File: config.mk
export PLATFORM = sky130hd
export DESIGN_NAME = ppwm_gate_gen
export DESIGN_NICKNAME = d
export VERILOG_FILES = /design/src/rtl/ppwm_pkg.sv /design/src/rtl/ppwm_phase_acc.sv /design/src/rtl/ppwm_angle_bank.sv /design/src/rtl/ppwm_level_decode.sv /design/src/rtl/ppwm_gate_gen.sv
export SDC_FILE = /design/constraint.sdc
export NUM_CORES = 1
export LEC_CHECK = 0
export BUFFER_PORTS_ARGS = -buffer_cell sky130_fd_sc_hd__buf_2
export CAP_MARGIN = 10
export CORE_MARGIN = 2
export CORE_UTILIZATION = 51
export DETAILED_ROUTE_END_ITERATION = 8
export PLACE_DENSITY = 0.77
export SLEW_MARGIN = 20
export SYNTH_ARGS = -nofsm -noshare
export SYNTH_HDL_FRONTEND = slang
export SYNTH_SLANG_ARGS = --single-unit
File: constraint.sdc
create_clock -name clk -period 5.45 [get_ports clk]
set_input_delay 0.8175 -clock clk [delete_from_list [all_inputs] [get_ports clk]]
set_output_delay 0.8175 -clock clk [all_outputs]
set_load 0.05 [all_outputs]
File: src/rtl/ppwm_pkg.sv
package ppwm_pkg;

    typedef enum logic {
        PWM_TWO_LEVEL   = 1'b0,
        PWM_THREE_LEVEL = 1'b1
    } pwm_mode_e;

    // bit3 .. bit0
    typedef struct packed {
        logic lo_left;
        logic up_right;
        logic lo_right;
        logic up_left;
    } gate_t;

    localparam gate_t GATE_OFF    = 4'b0000;
    localparam gate_t GATE_POS    = 4'b0011;
    localparam gate_t GATE_NEG    = 4'b1100;
    localparam gate_t GATE_ZERO_H = 4'b0101;
    localparam gate_t GATE_ZERO_L = 4'b1010;

endpackage

File: src/rtl/ppwm_phase_acc.sv
module ppwm_phase_acc #(
    parameter int PHASE_W = 16
) (
    input  logic               clk,
    input  logic               rst,
    input  logic [PHASE_W-1:0] step,
    output logic [PHASE_W-1:0] phase,
    output logic               wrap
);
    logic [PHASE_W:0] sum;

    always_comb begin
        sum  = {1'b0, phase} + {1'b0, step};
        wrap = sum[PHASE_W];
    end

    always_ff @(posedge clk) begin
        if (rst) phase <= '0;
        else     phase <= sum[PHASE_W-1:0];
    end

    // phase moves by the step seen on the previous clock
    a_r2_phase_step: assert property (@(posedge clk) disable iff (rst)
        !rst |=> phase == PHASE_W'($past(phase) + $past(step)));

endmodule

File: src/rtl/ppwm_angle_bank.sv
module ppwm_angle_bank
    import ppwm_pkg::*;
#(
    parameter int N_ANG = 3,
    parameter int QW    = 14
) (
    input  logic                  clk,
    input  logic                  rst,
    input  logic                  wrap,
    input  logic                  mode_in,
    input  logic [N_ANG*QW-1:0]   ang_in,
    output pwm_mode_e             mode_q,
    output logic [N_ANG*QW-1:0]   ang_q
);
    always_ff @(posedge clk) begin
        if (rst || wrap) begin
            ang_q  <= ang_in;
            mode_q <= pwm_mode_e'(mode_in);
        end
    end

    // settings hold between cycle boundaries
    a_r7_hold_settings: assert property (@(posedge clk) disable iff (rst)
        !wrap |=> ($stable(ang_q) && $stable(mode_q)));

endmodule

File: src/rtl/ppwm_level_decode.sv
module ppwm_level_decode
    import ppwm_pkg::*;
#(
    parameter int PHASE_W = 16,
    parameter int N_ANG   = 3
) (
    input  logic [PHASE_W-1:0]          phase,
    input  logic [N_ANG*(PHASE_W-2)-1:0] ang,
    input  pwm_mode_e                   mode,
    output gate_t                       gate
);
    localparam int QW = PHASE_W - 2;

    logic [QW-1:0]    qpos;
    logic             neg_half;
    logic [N_ANG-1:0] crossed;
    logic             odd;

    always_comb begin
        neg_half = phase[PHASE_W-1];
        qpos     = phase[PHASE_W-2] ? ~phase[QW-1:0] : phase[QW-1:0];
    end

    for (genvar k = 0; k < N_ANG; k++) begin : g_cmp
        assign crossed[k] = (ang[k*QW +: QW] <= qpos);
    end

    always_comb begin
        odd = ^crossed;
        if (mode == PWM_TWO_LEVEL) begin
            gate = ((!odd) ^ neg_half) ? GATE_POS : GATE_NEG;
        end else if (odd) begin
            gate = neg_half ? GATE_NEG : GATE_POS;
        end else begin
            gate = neg_half ? GATE_ZERO_L : GATE_ZERO_H;
        end
    end

endmodule

File: src/rtl/ppwm_gate_gen.sv
module ppwm_gate_gen
    import ppwm_pkg::*;
#(
    parameter int PHASE_W = 16,
    parameter int N_ANG   = 3
) (
    input  logic                          clk,
    input  logic                          rst,
    input  logic                          mode_sel,
    input  logic [N_ANG*(PHASE_W-2)-1:0]  angles_in,
    input  logic [PHASE_W-1:0]            phase_step,
    output logic [3:0]                    gate_out
);
    localparam int QW = PHASE_W - 2;

    logic [PHASE_W-1:0]   phase;
    logic                 wrap;
    pwm_mode_e            mode_q;
    logic [N_ANG*QW-1:0]  ang_q;
    gate_t                gate_d;
    gate_t                gate_q;

    ppwm_phase_acc #(.PHASE_W(PHASE_W)) u_acc (
        .clk   (clk),
        .rst   (rst),
        .step  (phase_step),
        .phase (phase),
        .wrap  (wrap)
    );

    ppwm_angle_bank #(.N_ANG(N_ANG), .QW(QW)) u_bank (
        .clk     (clk),
        .rst     (rst),
        .wrap    (wrap),
        .mode_in (mode_sel),
        .ang_in  (angles_in),
        .mode_q  (mode_q),
        .ang_q   (ang_q)
    );

    ppwm_level_decode #(.PHASE_W(PHASE_W), .N_ANG(N_ANG)) u_dec (
        .phase (phase),
        .ang   (ang_q),
        .mode  (mode_q),
        .gate  (gate_d)
    );

    always_ff @(posedge clk) begin
        if (rst) gate_q <= GATE_OFF;
        else     gate_q <= gate_d;
    end

    assign gate_out = gate_q;

    // reset drives every gate off
    a_r1_reset_off: assert property (@(posedge clk)
        rst |=> gate_q == GATE_OFF);

    // no leg shorted
    a_r8_no_shoot: assert property (@(posedge clk) disable iff (rst)
        !(gate_q.up_left && gate_q.lo_left) && !(gate_q.up_right && gate_q.lo_right));

    // two gates conduct after reset
    a_r8_two_on: assert property (@(posedge clk) disable iff (rst)
        !rst |=> $countones(gate_q) == 2);

    // diagonal pairs move together in two-level mode
    a_r9_diag_pairs: assert property (@(posedge clk) disable iff (rst)
        (mode_q == PWM_TWO_LEVEL) |=>
            (gate_q.up_left == gate_q.lo_right) && (gate_q.up_right == gate_q.lo_left));

endmodule

==> results of run 1 <==
[metrics by stage]
step | hold WS [ns] | cells
floorplan | 0.508 | 305
global placement | 0.560 | 462
detailed placement | 0.571 | 462
CTS | 0.589 | 478
global route | 0.612 | 478
finish | 0.588 | 478
[worst paths after layout]
| check | from | endpoint | slack [ns] | depth (start not counted) |
|---|---|---|---|---|
| worst max-delay path | u_acc.phase[14]$_SDFF_PP0_ | gate_out[0]$_SDFF_PP0_ | 1.86 | 9 |
| worst min register to register | u_acc.phase[15]$_SDFF_PP0_ | gate_out[3]$_SDFF_PP0_ | 0.59 | 2 |
| worst max register to register | u_acc.phase[14]$_SDFF_PP0_ | gate_out[0]$_SDFF_PP0_ | 1.86 | 9 |
| worst min-delay path | u_acc.phase[15]$_SDFF_PP0_ | gate_out[3]$_SDFF_PP0_ | 0.59 | 2 |
[power breakdown]
group / internal, uW / switching (uW) / total (uW)
sequential: 657 / 103 / 759
combinational: 674 / 762 / 1440
clock: 221 / 177 / 398
[layout make-up]
type                            instances  area [um2]
Fill cell                             565        2560
Clock inverter                          6        60.1
Tap cell                               96         120
Sequential cell                        63        1690
Clock buffer                           10         138
Inverter                                8        30.0
Timing Repair Buffer                   65         328
Multi-Input combinational cell        230        1910
[worst max-delay path, delay by kind of cell (launching register included)]
kind	cells	cell delay (ns)
AOI/OAI and AO/OA	4	0.96
DFF	1	0.94
xor gates and xnor gates	2	0.69
adders and majority gates	2	0.67
and+or+nand+nor	1	0.22
[routing by layer]
layer | share of wire (%) | vias up | routed length, um
met5 | 0 | - | 0
met4 | 1.6 | 0 | 114
met3 | 4.3 | 10 | 302
met2 | 49 | 54 | 3430
met1 | 45 | 1213 | 3200
li1 | - | 1314 | -
[flip-flops by register name, indices dropped and copies added, names as in the netlist]
signal	count
u_bank.mode_q	1
u_bank.ang_q	42
gate_out	4
u_acc.phase	16
[logic make-up after synthesis]
logic type | Yosys count | synth area share [%]
buf+inv | 12 | 1.44
flops | 63 | 46.5
compound gates | 74 | 14.1
fa+ha+maj | 51 | 17.7
simple gates | 68 | 9.56
xor+xnor | 30 | 8.60
mux | 7 | 2.10
[cell usage in the layout, fill, tap and decap left out, drive strengths merged, types with 5 or more instances in the layout]
| master | count |
|---|---|
| ha | 49 |
| nand2b | 5 |
| edfxtp | 43 |
| dfxtp | 20 |
| nor2 | 18 |
| clkbuf | 10 |
| a21oi | 15 |
| o21ai | 12 |
| inv | 8 |
| xor2 | 8 |
| nand3 | 9 |
| nor2b | 8 |
| xnor2 | 20 |
| buf | 65 |
| nand2 | 9 |
| mux2 | 5 |
| a21o | 15 |
==> run metrics, run 1 <==
outcome=completed; relative slew slack=between 30% and 40%; Slew Limit Fails=0; DRT Pass-1 Iters=4; Post-Synthesis Cell Area=0.00364 mm2; hold_buf cts=0; endpoints failing setup=0; DP HPWL=between 5000 and 6000 um; clock sink count=63; Final Cycle Share=about two thirds; vias per inst=~5.4; Req. time, crit path=about 5.7 ns; CTS Buf Count=9; top cells by count, synth=ha_1, edfxtp_1, dfxtp_1; grt total ovfl=0; met3 usage=approximately 5.3%; Worst-Skew Late Latency=around 0.34 ns; post-place setup slack=about 1.7 ns; Mapped Nets=416; CTS Buffer Depth=2; startpoint class of the critical path=register; height of the die=88.5 um; Crit-path slowest cell=dfxtp_1; final instance area=0.00427 mm2; syn avg cell area=approximately 12 um2; # nets final=488; DP Area=~0.004 mm2; Max-cap violations=0; met2 Use GR=approximately 33%; sequential share of the synthesized area=~46%; drt drc=0; busiest grt layer=met2; count leader, synth=ha_1; first-pass GRT wire length=roughly 11000 um; crit-path cells=xnor2_1, ha_1, a21o_1, maj3_2, a311oi_2, and3_1, o211a_1, xnor3_1, o21a_1; crit-path max FO=16; GPL Wtd Cong=between 0.8 and 0.9; Die Area=about 0.0078 mm2; cts repair resizes=0; Setup CP Type=reg2reg; total negative slack=0 ns; Routed WL=about 7100 um; Core Footprint=0.00683 mm2; Max IR drop VDD=between 0.3 and 0.4 mV; postcts setup bufs=0; die span in x=88.5 um; Crit. End Element=register; top cells by area, synth=edfxtp_1, ha_1, dfxtp_1, xnor2_1, a21o_1; ant diodes=0; initial antenna violation count=0; Leakage=~0.0019 uW; CTS H-tree depth=3; layout cell share with drive strength beyond 1=~24%; antenna-violating nets left=0; Clock Pin Slew Worst Setup and Hold Paths=about 0.070 ns; Core Util, Final=between 60% and 70%; Layout area overhead=17.4%; FP Rows=30; actual slew at the worst max-slew pin=~0.93 ns; I/O pin total=65; largest net degree at the start of global routing=26; GR Util All Layers=around a fifth; Synth cell types=50; Power Total=2590 uW; number of synthesis warnings=0; Worst path max stage delay=0.94 ns; Synth Register Bits=63; Fmax=between 0.2 and 0.3 GHz; Setup WS post-layout=1.86 ns; RSZ-0062 raised after global routing=no; routed vias=roughly 2.6k; DR iter-0 viols=104; Min Clock Period, post-route=~3.6 ns; area leader, netlist=edfxtp_1; hold crit path type=reg2reg; vias in the first global route=2542; clock root buffer=clkbuf_8; PD cells=607 mW/mm2; wire per inst=between 10 and 15 um; Most used DFF post-synth=edfxtp_1; ys async rst share=0%; post-synthesis cell count=roughly 300; Initial Util=between 50% and 60%; Buffers on Ports=between 60 and 70; clock skew=0.00814 ns; Post-synth EDFFs=between 40 and 50; top cell type's share of synthesized area=between 30 and 40%; CTS tree=built; final hold viol count=0; Worst EP arrival=3.82 ns; grt met1 use=around a quarter
(Power assumes the default switching activity.)
==> inputs of run 2 (changes only) <==
- ABC_AREA: unset -> 1
- PLACE_DENSITY: 0.77 -> 0.76
- clock period: 5.45 -> 3.2 ns (I/O delays scaled with it)
==> run 2 against run 1 <==
Sequential cell count stayed put. Critical path type unchanged. Critical endpoint is now u_bank.ang_q[1]$_DFFE_PP_. Area after synthesis is 4.6% higher. Critical path depth is 6 higher. Routed wire length is 18% higher. Sequential share of layout area is 1.3 points lower. Clock power is 48% higher.
==> run metrics, run 2 <==
worst flop-to-flop path startpoint=u_acc.phase[0]$_SDFF_PP0_; routed vias=around 3.2k; Reg2Reg Depth=15; Setup WS post-layout=around 0.52 ns; Pint=roughly 2200 uW; vias in the first global route=~3.3k; Max IR drop VDD=0.653 mV; Core Footprint=approximately 0.0073 mm2; Largest register FFs=42; Most used DFF post-synth=edfxtp_1; Biggest register=u_bank.ang_q; clock root buffer=clkbuf_8; reg2reg end=u_bank.ang_q[1]$_DFFE_PP_; Worst EP arrival=2.75 ns; CTS Buf Count=9; GR Util All Layers=a little over a fifth; Hold Worst Slack=approximately 0.3 ns; Synth cell types=33; Synth Register Bits=between 60 and 70; grt total ovfl=0; I/O pin total=65; largest net degree at the start of global routing=44; Leakage=0.00216 uW; GPL Wtd Cong=roughly 0.9; crit-path max FO=43; Die Area=between 0.008 and 0.009 mm2; hold_buf cts=0; post-synthesis cell count=approximately 430; startpoint class of the critical path=register; CTS H-tree depth=3; crit path to=u_bank.ang_q[1]$_DFFE_PP_; Clk pwr share=15.1%; Routed WL=8310 um; wire per inst=between 10 and 15 um; layout cell share with drive strength beyond 1=~19%; final hold viol count=0; top cell type's share of synthesized area=33.9%; post-place setup slack=between 0.3 and 0.4 ns; Post-synth EDFFs=43; Sw Share=45.0%; Worst-Skew Late Latency=0.35 ns; # nets final=613; commonest non-fill, non-tap cells in the layout=nand2_1, buf_2, inv_1; Buffers on Ports=64; ys async rst share=0%; PD cells=between 800 and 900 mW/mm2; sw power=around 1800 uW; antenna-violating nets left=0; cts repair resizes=0; Req. time, crit path=around 3.3 ns; count leader, synth=nand2_1; sequential share of the synthesized area=between 40 and 50%; height of the die=roughly 90 um; Clock Pin Slew Worst Setup and Hold Paths=roughly 0.070 ns; sequential share of power=a little under a third; clock skew=0.0127 ns; Mapped Nets=540; CTS Buffer Depth=2; total negative slack=0 ns; Crit. End Element=register; Initial Util=a little over half; die span in x=between 90 and 100 um; Max-cap violations=0; hold depth=1; DRT Pass-1 Iters=4; FP Rows=31; clock sink count=63; Final Cycle Share=a little over four fifths; Min Clock Period, post-route=~2.7 ns; CTS tree=built; actual slew at the worst max-slew pin=between 0.4 and 0.5 ns; Slew Limit Fails=0; Min-Delay Startpoint=angles_in[12]; DP HPWL=6310 um; hold crit path type=in2reg; ant diodes=0; Post-Synthesis Cell Area=approximately 0.0038 mm2; first-pass GRT wire length=13900 um; Comb pwr share=54.3%; postcts setup bufs=0; Non-Filler Instances=between 600 and 700; drt drc=0; outcome=completed; Cells after DPL=between 500 and 600; top cells by count, synth=nand2_1, inv_1, ha_1; number of synthesis warnings=0; initial antenna violation count=0; Worst Setup SP=u_acc.phase[0]$_SDFF_PP0_; endpoints failing setup=0; Fmax=between 0.3 and 0.4 GHz; Setup CP Type=reg2reg; area leader, netlist=edfxtp_1; DR iter-0 viols=between 100 and 150; syn avg cell area=between 8 and 9 um2; internal reg-to-reg setup slack=0.52 ns; RSZ-0062 raised after global routing=no; vias per inst=between 5 and 6; commonest non-fill, non-tap cell in the layout=nand2_1; FILL cells=652; Layout area overhead=16.2%; relative slew slack=between 70% and 80%; top cells by area, synth=edfxtp_1, ha_1, dfxtp_1, nand2_1, a21oi_1
-- run 2: cell count changes after synthesis, moves of 11 or more --
cell     change
a21o_1      -13
a21oi_1     +24
inv_1       +43
nand2_1     +88
nand3_1     +11
nor2_1      +16
-- run 2: worst max-delay path, stage by stage, from the launching register on --
cell and delay (ns):
dfxtp_1 0.34, ha_1 0.21, fa_1 0.38, nand2_1 0.07
inv_1 0.05, o21ai_0 0.15, nand2_1 0.12, nand2_1 0.08
nand2_1 0.05, a21oi_1 0.15, inv_1 0.10, nand3_1 0.10
a21oi_1 0.09, o21ai_0 0.20, nand2_2 0.09, buf_12 0.19
-- run 2: power groups by stage --
stage	sequential (uW)	combinational (uW)	clock (uW)
final	1200	2130	591
after global routing	1220	2450	634
after CTS	1200	2120	605
after detailed placement	1210	2100	0
after global placement	1210	1980	0
after floorplan	1250	1560	0
-- run 2: metrics by stage --
step	util (%)	power (uW)	area [um2]
after floorplan	-	2810	3810
after global placement	58.7	3190	4260
after detailed placement	58.7	3310	4260
after CTS	61.0	3930	4420
after global routing	61.0	4300	4420
final	61.0	3920	4420
-- run 2: final cells by class --
class                   instances  area [um2]  share of cell area (%)
clock buffers                  10         128                    2.89
multi-input cells             310        1890                    42.8
clock inverters                 6        37.5                   0.849
inverters                      52         200                    4.53
flip-flops and latches         63        1690                    38.3
well taps                      99         124                    2.80
repair buffers                 66         348                    7.87
-- run 2: worst min-delay path by stage --
| stage | slack (ns) | end |
|---|---|---|
| 2_1_floorplan | 0.49 | gate_out[3]$_SDFF_PP0_ |
| 3_3_place_gp | 0.54 | gate_out[3]$_SDFF_PP0_ |
| 3_5_place_dp | 0.55 | gate_out[3]$_SDFF_PP0_ |
| 4_1_cts | 0.29 | u_bank.ang_q[12]$_DFFE_PP_ |
| 5_1_grt | 0.28 | u_bank.ang_q[12]$_DFFE_PP_ |
| 6_report | 0.30 | u_bank.ang_q[12]$_DFFE_PP_ |
-- run 2: per-layer routing --
layer  vias up  wire length, um  global-route usage (%)
li1       1602                -                       -
met2        96             4090                    37.3
met1      1484             3560                    24.3
met4         0              249                    9.36
met3        30              420                    6.26
met5         -                0                       0
-- run 2: cell families after synthesis --
| family | share of synthesized area [%] |
|---|---|
| AOI/OAI and AO/OA | 11.0 |
| xor gates and xnor gates | 2.53 |
| adders and majority gates | 16.6 |
| buffers and inverters | 5.85 |
| DFF | 44.5 |
| and+or+nand+nor | 19.5 |
